--- config.mk ---
export PLATFORM = sky130hd
export DESIGN_NAME = frac_payload_split
export DESIGN_NICKNAME = d
export VERILOG_FILES = /design/src/rtl/frac_pkg.sv /design/src/rtl/frac_alloc.sv /design/src/rtl/frac_pattern.sv /design/src/rtl/frac_rx_demap.sv /design/src/rtl/frac_tx_map.sv /design/src/rtl/frac_payload_split.sv
export SDC_FILE = /design/constraint.sdc
export NUM_CORES = 1
export LEC_CHECK = 0
export ABC_AREA = 1
export BUFFER_PORTS_ARGS = -buffer_cell sky130_fd_sc_hd__buf_4
export CAP_MARGIN = 25
export CORE_ASPECT_RATIO = 0.7
export CORE_MARGIN = 10
export CORE_UTILIZATION = 50
export CTS_CLUSTER_DIAMETER = 80
export DETAILED_ROUTE_END_ITERATION = 8
export PLACE_DENSITY_LB_ADDON = 0.25
export SLEW_MARGIN = 30
export SYNTH_ARGS = -nofsm -noshare
export SYNTH_HDL_FRONTEND = slang
export SYNTH_SLANG_ARGS = --single-unit
--- constraint.sdc ---
create_clock -name clk -period 3.7 [get_ports clk]
set_input_delay 1.11 -clock clk [delete_from_list [all_inputs] [get_ports clk]]
set_output_delay 1.11 -clock clk [all_outputs]
set_load 0.02 [all_outputs]
--- src/rtl/frac_pkg.sv ---
package frac_pkg;
  typedef enum logic [1:0] {
    OVH_ZERO = 2'd0,
    OVH_ONE  = 2'd1,
    OVH_ALT  = 2'd2,
    OVH_EXT  = 2'd3
  } ovh_src_e;
endpackage

--- src/rtl/frac_alloc.sv ---
module frac_alloc #(
  parameter int LEN_W = 8
) (
  input  logic             clk,
  input  logic             rst_n,
  input  logic             adv,
  input  logic             ext_mode,
  input  logic             ext_sel,
  input  logic [LEN_W-1:0] pay_len,
  input  logic [LEN_W-1:0] ovh_len,
  output logic             is_ovh
);
  logic             in_ovh_q, in_ovh_d;
  logic [LEN_W-1:0] cnt_q, cnt_d;
  logic [LEN_W-1:0] limit;
  logic             last_bit;
  logic             ctr_ovh;
  logic             run_en;

  assign limit    = in_ovh_q ? ovh_len : pay_len;
  assign last_bit = ({1'b0, cnt_q} + 1'b1) >= {1'b0, limit};
  assign ctr_ovh  = (ovh_len != '0) && ((pay_len == '0) || in_ovh_q);
  assign is_ovh   = ext_mode ? ext_sel : ctr_ovh;
  assign run_en   = adv && !ext_mode;

  always_comb begin
    cnt_d    = cnt_q;
    in_ovh_d = in_ovh_q;
    if (last_bit) begin
      cnt_d    = '0;
      in_ovh_d = !in_ovh_q;
    end else begin
      cnt_d = cnt_q + 1'b1;
    end
  end

  always_ff @(posedge clk or negedge rst_n) begin
    if (!rst_n) begin
      cnt_q    <= '0;
      in_ovh_q <= 1'b0;
    end else if (run_en) begin
      cnt_q    <= cnt_d;
      in_ovh_q <= in_ovh_d;
    end
  end
endmodule

--- src/rtl/frac_pattern.sv ---
module frac_pattern
  import frac_pkg::*;
(
  input  logic       clk,
  input  logic       rst_n,
  input  logic       step,
  input  logic [1:0] src,
  input  logic       ext_bit,
  output logic       ovh_bit
);
  logic alt_q, alt_d;

  assign alt_d = !alt_q;

  always_comb begin
    case (src)
      OVH_ZERO: ovh_bit = 1'b0;
      OVH_ONE:  ovh_bit = 1'b1;
      OVH_ALT:  ovh_bit = alt_q;
      default:  ovh_bit = ext_bit;
    endcase
  end

  always_ff @(posedge clk or negedge rst_n) begin
    if (!rst_n)     alt_q <= 1'b1;
    else if (step)  alt_q <= alt_d;
  end
endmodule

--- src/rtl/frac_rx_demap.sv ---
module frac_rx_demap (
  input  logic clk,
  input  logic rst_n,
  input  logic valid,
  input  logic bit_in,
  input  logic is_ovh,
  output logic pay_bit,
  output logic pay_stb,
  output logic ovh_bit,
  output logic ovh_stb
);
  logic pay_take, ovh_take;
  logic pay_bit_d, ovh_bit_d;

  always_comb begin
    pay_take  = valid && !is_ovh;
    ovh_take  = valid && is_ovh;
    pay_bit_d = pay_take && bit_in;
    ovh_bit_d = ovh_take && bit_in;
  end

  always_ff @(posedge clk or negedge rst_n) begin
    if (!rst_n) begin
      pay_stb <= 1'b0;
      ovh_stb <= 1'b0;
      pay_bit <= 1'b0;
      ovh_bit <= 1'b0;
    end else begin
      pay_stb <= pay_take;
      ovh_stb <= ovh_take;
      pay_bit <= pay_bit_d;
      ovh_bit <= ovh_bit_d;
    end
  end
endmodule

--- src/rtl/frac_tx_map.sv ---
module frac_tx_map (
  input  logic clk,
  input  logic rst_n,
  input  logic valid,
  input  logic is_ovh,
  input  logic fill_bit,
  input  logic pay_in,
  output logic pay_req,
  output logic ovh_req,
  output logic tx_bit,
  output logic tx_stb
);
  logic slot_q, pay_q, fill_q;
  logic bit_d, stb_d;

  assign pay_req = valid && !is_ovh;
  assign ovh_req = valid && is_ovh;

  always_comb begin
    stb_d = slot_q;
    bit_d = slot_q && (pay_q ? pay_in : fill_q);
  end

  always_ff @(posedge clk or negedge rst_n) begin
    if (!rst_n) begin
      slot_q <= 1'b0;
      pay_q  <= 1'b0;
      fill_q <= 1'b0;
    end else begin
      slot_q <= valid;
      pay_q  <= pay_req;
      fill_q <= ovh_req && fill_bit;
    end
  end

  always_ff @(posedge clk or negedge rst_n) begin
    if (!rst_n) begin
      tx_stb <= 1'b0;
      tx_bit <= 1'b0;
    end else begin
      tx_stb <= stb_d;
      tx_bit <= bit_d;
    end
  end
endmodule

--- src/rtl/frac_payload_split.sv ---
module frac_payload_split #(
  parameter int LEN_W       = 8,
  parameter int SYNC_STAGES = 2
) (
  input  logic             clk,
  input  logic             rst_n,
  input  logic             cfg_ext_alloc,
  input  logic [LEN_W-1:0] cfg_pay_len,
  input  logic [LEN_W-1:0] cfg_ovh_len,
  input  logic [1:0]       cfg_ovh_src,
  input  logic             rx_valid,
  input  logic             rx_bit,
  input  logic             rx_sel,
  output logic             rx_pay_bit,
  output logic             rx_pay_stb,
  output logic             rx_ovh_bit,
  output logic             rx_ovh_stb,
  input  logic             tx_valid,
  input  logic             tx_sel,
  output logic             tx_pay_req,
  input  logic             tx_pay_in,
  output logic             tx_ovh_req,
  input  logic             tx_ovh_in,
  output logic             tx_bit,
  output logic             tx_stb
);
  localparam int SYNC_MSB = SYNC_STAGES - 1;

  logic [SYNC_MSB:0] sync_q;
  logic              rst_sync_n;
  logic              rx_is_ovh, tx_is_ovh;
  logic              fill_bit;
  logic              alt_step;

  always_ff @(posedge clk or negedge rst_n) begin
    if (!rst_n) sync_q <= '0;
    else        sync_q <= {sync_q[SYNC_MSB-1:0], 1'b1};
  end
  assign rst_sync_n = sync_q[SYNC_MSB];

  frac_alloc #(.LEN_W(LEN_W)) u_rx_alloc (
    .clk      (clk),
    .rst_n    (rst_sync_n),
    .adv      (rx_valid),
    .ext_mode (cfg_ext_alloc),
    .ext_sel  (rx_sel),
    .pay_len  (cfg_pay_len),
    .ovh_len  (cfg_ovh_len),
    .is_ovh   (rx_is_ovh)
  );

  frac_alloc #(.LEN_W(LEN_W)) u_tx_alloc (
    .clk      (clk),
    .rst_n    (rst_sync_n),
    .adv      (tx_valid),
    .ext_mode (cfg_ext_alloc),
    .ext_sel  (tx_sel),
    .pay_len  (cfg_pay_len),
    .ovh_len  (cfg_ovh_len),
    .is_ovh   (tx_is_ovh)
  );

  frac_rx_demap u_rx (
    .clk     (clk),
    .rst_n   (rst_sync_n),
    .valid   (rx_valid),
    .bit_in  (rx_bit),
    .is_ovh  (rx_is_ovh),
    .pay_bit (rx_pay_bit),
    .pay_stb (rx_pay_stb),
    .ovh_bit (rx_ovh_bit),
    .ovh_stb (rx_ovh_stb)
  );

  assign alt_step = tx_valid && tx_is_ovh;

  frac_pattern u_fill (
    .clk     (clk),
    .rst_n   (rst_sync_n),
    .step    (alt_step),
    .src     (cfg_ovh_src),
    .ext_bit (tx_ovh_in),
    .ovh_bit (fill_bit)
  );

  frac_tx_map u_tx (
    .clk      (clk),
    .rst_n    (rst_sync_n),
    .valid    (tx_valid),
    .is_ovh   (tx_is_ovh),
    .fill_bit (fill_bit),
    .pay_in   (tx_pay_in),
    .pay_req  (tx_pay_req),
    .ovh_req  (tx_ovh_req),
    .tx_bit   (tx_bit),
    .tx_stb   (tx_stb)
  );
endmodule

=== Word-level counts from Yosys, hierarchy flattened ===
Cells that the tools add are included.
W data, S select, Z words.

* Bits in registers: 30
* Bits in latches: 0
* Memory bits (writable): 0
* ROM bits: 0
* Input port bits: 28
* Output and inout bits: 8
* Word-level logic and storage cells: 56
* Memories: 0

* Add/sub/neg operators: 4
* Multiply operators: 0
* Div/mod/pow operators: 0
* Magnitude comparators: 2
* Equal/unequal tests: 2
* Shift-type cells: 0
* Multiplexer cells: 8
* Bitwise operators: 0
* Reductions and logical operators: 25

{| class="wikitable"
|+ Operator list
! cell !! count
|-
| $mux W8 || 4
|-
| $add A8 B1 Y9 const B || 2
|-
| $ge A9 B8 Y1 || 2
|-
| $add A8 B1 Y8 const B || 2
|-
| $logic_and A1 B1 Y1 || 12
|-
| $logic_not A8 Y1 || 1
|-
| $reduce_bool A8 Y1 || 1
|-
| $logic_not A1 Y1 || 6
|-
| $reduce_and A2 Y1 || 2
|-
| $mux W1 || 3
|-
| $pmux W1 S3 || 1
|-
| $eq A2 B1 Y1 const B || 1
|-
| $eq A2 B2 Y1 const B || 1
|-
| $logic_not A2 Y1 || 1
|-
| $logic_or A1 B1 Y1 || 2
|}

=== Logic depth before layout (Yosys ltp) ===
Gate-level depths: netlist of run 1.

* Word-level depth: 7
* Gate-level depth with buffers: 17
* Gate-level depth less buffers: 17

=== Modules after synthesis ===
From an unflattened synthesis of run 1, not the netlist that was laid out.

* Cells, all modules: 287
* Area, all modules: 2133.3 µm²

{| class="wikitable"
|+ Modules (own cells, without submodules)
! module !! times used !! cells each !! area each (µm²) !! seq. area each (µm²)
|-
| frac_alloc || 2 || 123 || 855.8 || 225.2
|-
| frac_tx_map || 1 || 16 || 168.9 || 125.1
|-
| frac_rx_demap || 1 || 12 || 132.6 || 100.1
|-
| frac_payload_split || 1 || 5 || 61.3 || 50.0
|-
| frac_pattern || 1 || 8 || 58.8 || 26.3
|}

=== Worst setup path after synthesis of run 1 ===
No wires, ideal clock.

* Kind: input -> output
* Start: in cfg_ovh_len[1]
* End: out tx_pay_req
* Arrival time: 1.804 ns
* Data required time: 2.590 ns
* Setup slack: 0.786 ns
* Stages on the path: 7
* Path buffers: 0
* Cells stage by stage: nor2_1 -> nand3_1 -> nor2_1 -> nor2_1 -> nand2_1 -> nand2_1 -> nor2_1

* Longest elaborated chain between the ends: 5

{| class="wikitable"
|+ Ends and longest elaborated chain
! element !! RTL line !! RTL
|-
| start: declaration || frac_payload_split.sv:9 || <nowiki>input logic [LEN_W-1:0] cfg_ovh_len,</nowiki>
|-
| $reduce_bool A8 Y1 || frac_alloc.sv:22 || <nowiki>assign ctr_ovh = (ovh_len != '0) && ((pay_len == '0) || in_ovh_q);</nowiki>
|-
| $logic_and A1 B1 Y1 || frac_alloc.sv:22 ||
|-
| $mux W1 || frac_alloc.sv:23 || <nowiki>assign is_ovh = ext_mode ? ext_sel : ctr_ovh;</nowiki>
|-
| $logic_not A1 Y1 || frac_tx_map.sv:16 || <nowiki>assign pay_req = valid && !is_ovh;</nowiki>
|-
| $logic_and A1 B1 Y1 || frac_tx_map.sv:16 ||
|-
| end: declaration || frac_payload_split.sv:20 || <nowiki>output logic tx_pay_req,</nowiki>
|}

Every way passes these cells.

=== Worst setup path after layout of run 1 ===
* Start: in cfg_ovh_len[1]
* End: out tx_ovh_req

* Longest elaborated chain between the ends: 4

{| class="wikitable"
|+ Ends and longest elaborated chain
! element !! RTL line !! RTL
|-
| $reduce_bool A8 Y1 || frac_alloc.sv:22 ||
|-
| $logic_and A1 B1 Y1 || frac_alloc.sv:22 ||
|-
| $mux W1 || frac_alloc.sv:23 ||
|-
| $logic_and A1 B1 Y1 || frac_tx_map.sv:17 || <nowiki>assign ovh_req = valid && is_ovh;</nowiki>
|-
| end: declaration || frac_payload_split.sv:22 || <nowiki>output logic tx_ovh_req,</nowiki>
|}

Every way passes these cells.

==> impl_metrics.toml, run 1 <==
[status]
status = "finished, final reports clean"

[synthesis]
synthSimpleGateAreaFrac_pct = 26.3
syn-num-nets = 333
synth_xor_area_share_pct = 3.77
synth_top_family_by_area = "simple AND/OR/NAND/NOR gates"
synth_cell_types = 30
ys_seq_area_share_pct = 36.0
syn-cell-area_um2 = 2090
synthAdderAreaFrac_pct = 12.0
synth-compound-area-share_pct = 12.1
synth_edf_count = 0
yosys_warnings = 0
synth.avg_cell_area_um2 = 7.34
ys_ff_latch = 30
synth-main-ff-cell = "dfrtp_1"
syn_inst = 285
synthArstFlopShare_pct = 100
synthMuxAreaShare_pct = 0

[setup_path]
rr_startpoint = "u_rx_alloc.cnt_q[0]"
cp-start-kind = "primary input"
cpMaxStageDelayCell = "buf_4"
required_ns = 2.59
crit_chain = "buf_4, nor2_1, nand3_1, nor2_1, nor2_1, nand2_1, nand2_1, nand2_1, inv_1, buf_4"
cp.buffers_inverters = 3
crit_type = "primary input to primary output"
r2r_setup_slack_ns = 1.42
worstPathArrival_ns = 2.11
end_kind = "primary output"
cp_slowest_stage_delay_ns = 0.15
r2r_end = "u_rx_alloc.in_ovh_q"
r2r_cells = 16
critPathTopFamily = "simple AND/OR/NAND/NOR gates"
worstPathMaxFanout = 3

[timing]
rsz0062_at_grt = "no"
setup-tns-final_ns = 0
finalSetupViolations = 0
period_minus_slack_ns = 3.22
fin_skew_ns = 0.00587
final_max_slew_viol_count = 0
fmaxAchievable_ghz = 0.311
hold_violations = 0
timing.final.crit_share_pct = 86.9
hold_ws_ns = 0.248

[floorplanning]
ios = 36
initial_core_util_pct = 52.7
die_height_um = 74.1
floorplan.die_area_um2 = 7210
core_um2 = 3970
die_x_um = 97.3
row_count = 19

[finish]
area_delta_synth_final_pct = 18.9
drive_above_1_share_pct = 18.8
stdcell_count = 376
fillers = 363
nets = 371
antenna_cells = 0

[global_route]
grt_max_degree = 29
first_global_vias = 1740
grt_util_all_layers_pct = 13.2
antenna_found_initial = 0
grt_overflow = 0
grt_pass1_wl_um = 7870

[drt]
drt_iter0_drc = 151
ant_nets = 0
post_drt_wl_per_cell_um = 12.3
drt_wl_total_um = 4620
drc = 0
dr.pass1.iters = 4
vias = 1856
viasPerCell = 4.94

[pwr]
peakVddDrop_mv = 0.318
powerDensity_nw_per_um2 = 558
p_leak_nw = 1.37

[cts]
holdBufCountCts = 0
ctsResizeCount = 0
cts_root_buf = "clkbuf_8"
cts_tree = "built"
clk_latency_ns = 0.28
cts_made_buffers = 5
cts_buffer_depth = 2
post_cts_buffers = 0
clock-sinks = 30
htreeDepth = 2
path_clk_slew_ns = 0.07

[job]
drv_cap = 0

[placement]
place_congestion = 0.848
dp_hpwl_um = 3690
dpl.cell_count = 368
port-buffer-count = 35

[hold_path]
holdCritPathClass = "flip-flop to async pin"
[how the worst max path moves through the flow]
| stage | from | to | slack, ns | cells past startpoint |
|---|---|---|---|---|
| finish | cfg_ovh_len[1] | tx_ovh_req | 0.48 | 10 |
| floorplan | cfg_ovh_len[1] | tx_pay_req | 0.79 | 7 |
| global placement | cfg_ovh_len[1] | tx_ovh_req | 0.56 | 10 |
| detailed placement | cfg_ovh_len[1] | tx_ovh_req | 0.50 | 10 |
| CTS | cfg_ovh_len[1] | tx_ovh_req | 0.49 | 10 |
| global route | cfg_ovh_len[1] | tx_ovh_req | 0.36 | 10 |
[where the power goes]
part / switching (mW) / total [mW] / internal [mW] / leakage, nW
registers: 0.118 / 0.531 / 0.414 / 0.385
clock network: 0.124 / 0.254 / 0.130 / 0.0450
logic: 0.350 / 0.603 / 0.253 / 0.941
[flip-flops by register name, summed over array words and instances (netlist names)]
name	count
u_rx_alloc.cnt_q	8
u_rx.ovh_stb	1
u_rx_alloc.in_ovh_q	1
u_tx.fill_q	1
sync_q	2
u_rx.ovh_bit	1
u_tx.slot_q	1
u_tx_alloc.in_ovh_q	1
u_rx.pay_stb	1
u_fill.alt_q	1
u_tx_alloc.cnt_q	8
u_tx.tx_bit	1
u_rx.pay_bit	1
u_tx.tx_stb	1
u_tx.pay_q	1
[worst register-to-register path: stages (launching register included)]
cell and delay (ns):
dfrtp_1 0.45, ha_1 0.23, nand3_1 0.12, xor2_1 0.17, inv_1 0.08, ha_1 0.29, nand2_1 0.07, nor2_1 0.10
nand2_1 0.06, nand3_1 0.09, nand2_1 0.06, nand2_1 0.05, nand2_1 0.05, nand2_2 0.17, nand2_1 0.08, nand2_1 0.06
nand2_1 0.05
[cells by family after synthesis]
family / Yosys count
AOI/OAI and AO/OA: 46
xor gates and xnor gates: 9
adders and majority gates: 20
buffers and inverters: 52
DFF: 30
other: 1
and+or+nand+nor: 127
[layout by cell type, fill, tap and decap left out, types with 3 or more instances in the layout]
cell type / instances
nand2_1: 87
inv_1: 43
buf_4: 37
dfrtp_1: 29
o21ai_0: 23
ha_1: 20
nor2_1: 16
nand3_1: 10
xor2_1: 9
o22ai_1: 7
a21oi_1: 6
o21ai_1: 5
clkbuf_8: 5
nand3_2: 3
[per-stage QoR]
step	instance area, um2	setup slack [ns]	utilization [%]	power [mW]
2_1_floorplan	2090	0.786	-	0.986
3_3_place_gp	2400	0.559	60.5	1.12
3_5_place_dp	2400	0.500	60.5	1.14
4_1_cts	2480	0.490	62.6	1.40
5_1_grt	2480	0.361	62.6	1.55
6_report	2480	0.484	62.6	1.39
[cell type report]
class | instances | area, um2 | area share [%]
Clock buffer | 6 | 72.6 | 2.92
Inverter | 46 | 173 | 6.95
Clock inverter | 2 | 10.0 | 0.403
Sequential cell | 30 | 752 | 30.3
Multi-Input combinational cell | 203 | 1130 | 45.7
Timing Repair Buffer | 37 | 278 | 11.2
Tap cell | 52 | 65.1 | 2.62
[synthesized netlist by cell type (2+ instances only)]
cell type,n,area share (%)
a21oi_1,6,1.4
a31oi_1,2,0.60
clkbuf_1,4,0.72
dfrtp_1,29,35
ha_1,20,12
inv_1,43,7.7
inv_2,2,0.36
nand2_1,87,16
nand2_2,2,0.60
nand3_1,10,2.4
nand3_2,3,1.4
nor2_1,16,2.9
nor2_2,2,0.60
nor2_4,2,1.1
o21ai_0,23,5.5
o21ai_1,5,1.2
o21ai_2,2,0.84
o22ai_1,7,2.1
xor2_1,9,3.8
[layer usage]
| layer | GRT usage (%) | share of wire (%) |
|---|---|---|
| met5 | 0 | 0 |
| met4 | 4.82 | 1.1 |
| met3 | 3.98 | 7.1 |
| met2 | 19.0 | 37 |
| met1 | 18.4 | 54 |
No activity file was read; power rests on OpenSTA's default activity.
==> run 2: changes to the inputs <==
==> constraint.sdc (replaced) <==
create_clock -name clk -period 3.7 [get_ports clk]
set_input_delay 0.185 -clock clk [delete_from_list [all_inputs] [get_ports clk]]
set_output_delay 0.185 -clock clk [all_outputs]
set_load 0.02 [all_outputs]
==> run 2 against run 1 <==
Global-route usage grew 1.3 points. Utilization grew 0.63 points. Largest power group unchanged. Hold slack lost 0.14 ns. Setup slack gained 0.92 ns. Critical path depth grew 4. Largest cell class unchanged. Sequential share of layout area shrank 0.30 points. Sequential power is essentially flat. Clock skew shrank 0.0024 ns.
==> impl_metrics.toml, run 2 (synthesis results as in run 1) <==
[timing]
hold_violations = 0
fin_skew_ns = 0.00350
timing.final.crit_share_pct = 62.0
finalSetupViolations = 0
fmaxAchievable_ghz = 0.436
setup-tns-final_ns = 0
setup_ws_ns = 1.41
rsz0062_at_grt = "no"
final_max_slew_viol_count = 0
period_minus_slack_ns = 2.29

[setup_path]
end_kind = "flip-flop"
required_ns = 3.89
r2r_end = "u_rx_alloc.cnt_q[0]"
worstPathArrival_ns = 2.48
cp-start-kind = "flip-flop"
rr_startpoint = "u_rx_alloc.cnt_q[0]"
worstPathMaxFanout = 10
r2r_cells = 14
r2r_setup_slack_ns = 1.41
crit_type = "flip-flop to flip-flop"

[pwr]
p_leak_nw = 1.38
powerDensity_nw_per_um2 = 569
peakVddDrop_mv = 0.385

[floorplanning]
die_x_um = 97.3
initial_core_util_pct = 52.7
die_height_um = 74.1
floorplan.die_area_um2 = 7210
core_um2 = 3970
row_count = 19
ios = 36

[finish]
drive_above_1_share_pct = 18.8
largestRegisters = "u_rx_alloc.cnt_q (8), u_tx_alloc.cnt_q (8), sync_q (2)"
multi_input_area_um2 = 1130
stdcell_count = 377
mostFrequentLayoutCell = "nand2_1"
nets = 372
antenna_cells = 0
area_delta_synth_final_pct = 20.0
seq_area_um2 = 752
mostFrequentLayoutCells = "nand2_1, inv_1, buf_4"
fillers = 380

[drt]
drc = 0
vias = 1834
route.met2.wl_um = 1800
wl_met3_um = 278
dr.pass1.iters = 4
ant_nets = 0
drt_wl_total_um = 4730
top_layer_used = "met4"
post_drt_wl_per_cell_um = 12.5
drt_iter0_drc = 104
viasPerCell = 4.86
drt-met1-wl_um = 2560

[cts]
holdBufCountCts = 1
cts_root_buf = "clkbuf_8"
htreeDepth = 2
cts_tree = "built"
post_cts_buffers = 0
ctsResizeCount = 0
path_clk_slew_ns = 0.07
clock-sinks = 30
cts_buffer_depth = 2
clk_latency_ns = 0.29
cts_made_buffers = 5

[global_route]
antenna_found_initial = 0
grt_util_all_layers_pct = 14.6
grt_overflow = 0
grt_pass1_wl_um = 8480
grt_max_degree = 29
first_global_vias = 1793

[placement]
dpl.cell_count = 367
port-buffer-count = 35
place_congestion = 0.845
post-place-ws_ns = 1.44
dp_hpwl_um = 3710

[hold_path]
holdPathStages = 3
holdCritStartpoint = "rx_valid"
whs_endpoint = "u_rx.ovh_stb"
holdCritPathClass = "primary input to flip-flop"

[status]
status = "finished, final reports clean"

[job]
drv_cap = 0
run 2: final cells by class:
| class | count | share of cell area [%] |
|---|---|---|
| clock buffer | 6 | 3.29 |
| inverter | 46 | 6.88 |
| multi-input combinational | 203 | 45.2 |
| clock inverter | 2 | 0.499 |
| tap | 52 | 2.59 |
| timing repair buffer | 38 | 11.6 |
| sequential | 30 | 30.0 |
run 2: how the worst max path moves through the flow:
stage,cells past startpoint,endpoint,start,slack [ns]
2_1_floorplan,16,u_rx_alloc.in_ovh_q,u_rx_alloc.cnt_q[0],1.72
3_3_place_gp,16,u_rx_alloc.in_ovh_q,u_rx_alloc.cnt_q[0],1.58
3_5_place_dp,14,u_rx_alloc.cnt_q[0],u_rx_alloc.cnt_q[0],1.44
4_1_cts,14,u_rx_alloc.cnt_q[0],u_rx_alloc.cnt_q[0],1.43
5_1_grt,16,u_rx_alloc.in_ovh_q,u_rx_alloc.cnt_q[0],1.17
6_report,14,u_rx_alloc.cnt_q[0],u_rx_alloc.cnt_q[0],1.41
run 2: power by group:
group	internal, mW	switching (mW)
combinational	0.258	0.356
sequential	0.414	0.116
clock	0.149	0.134
total	0.821	0.606
run 2: metrics by stage:
step / total power, mW / area (um2) / hold WS [ns] / utilization (%)
2_1_floorplan: 0.986 / 2090 / -0.111 / -
4_1_cts: 1.44 / 2500 / 0.00625 / 63.0
3_5_place_dp: 1.15 / 2390 / -0.0300 / 60.3
3_3_place_gp: 1.12 / 2390 / -0.0313 / 60.3
6_report: 1.43 / 2510 / 0.107 / 63.2
5_1_grt: 1.59 / 2510 / 0.121 / 63.2
run 2: layer usage:
layer | vias up | track usage (%)
met1 | 811 | 20.2
li1 | 974 | -
met2 | 45 | 19.9
met4 | 0 | 6.27
met5 | - | 0
met3 | 4 | 5.09
run 2: worst max-delay path: stages (launching register included):
cell,delay (ns)
dfrtp_1,0.45
ha_1,0.23
nand3_1,0.13
xor2_1,0.16
inv_1,0.07
ha_1,0.30
nand2_1,0.08
inv_1,0.04
nand2_1,0.06
nand3_1,0.08
nand2_1,0.06
nand2_1,0.05
nand2_1,0.07
nand2_2,0.15
o21ai_0,0.26
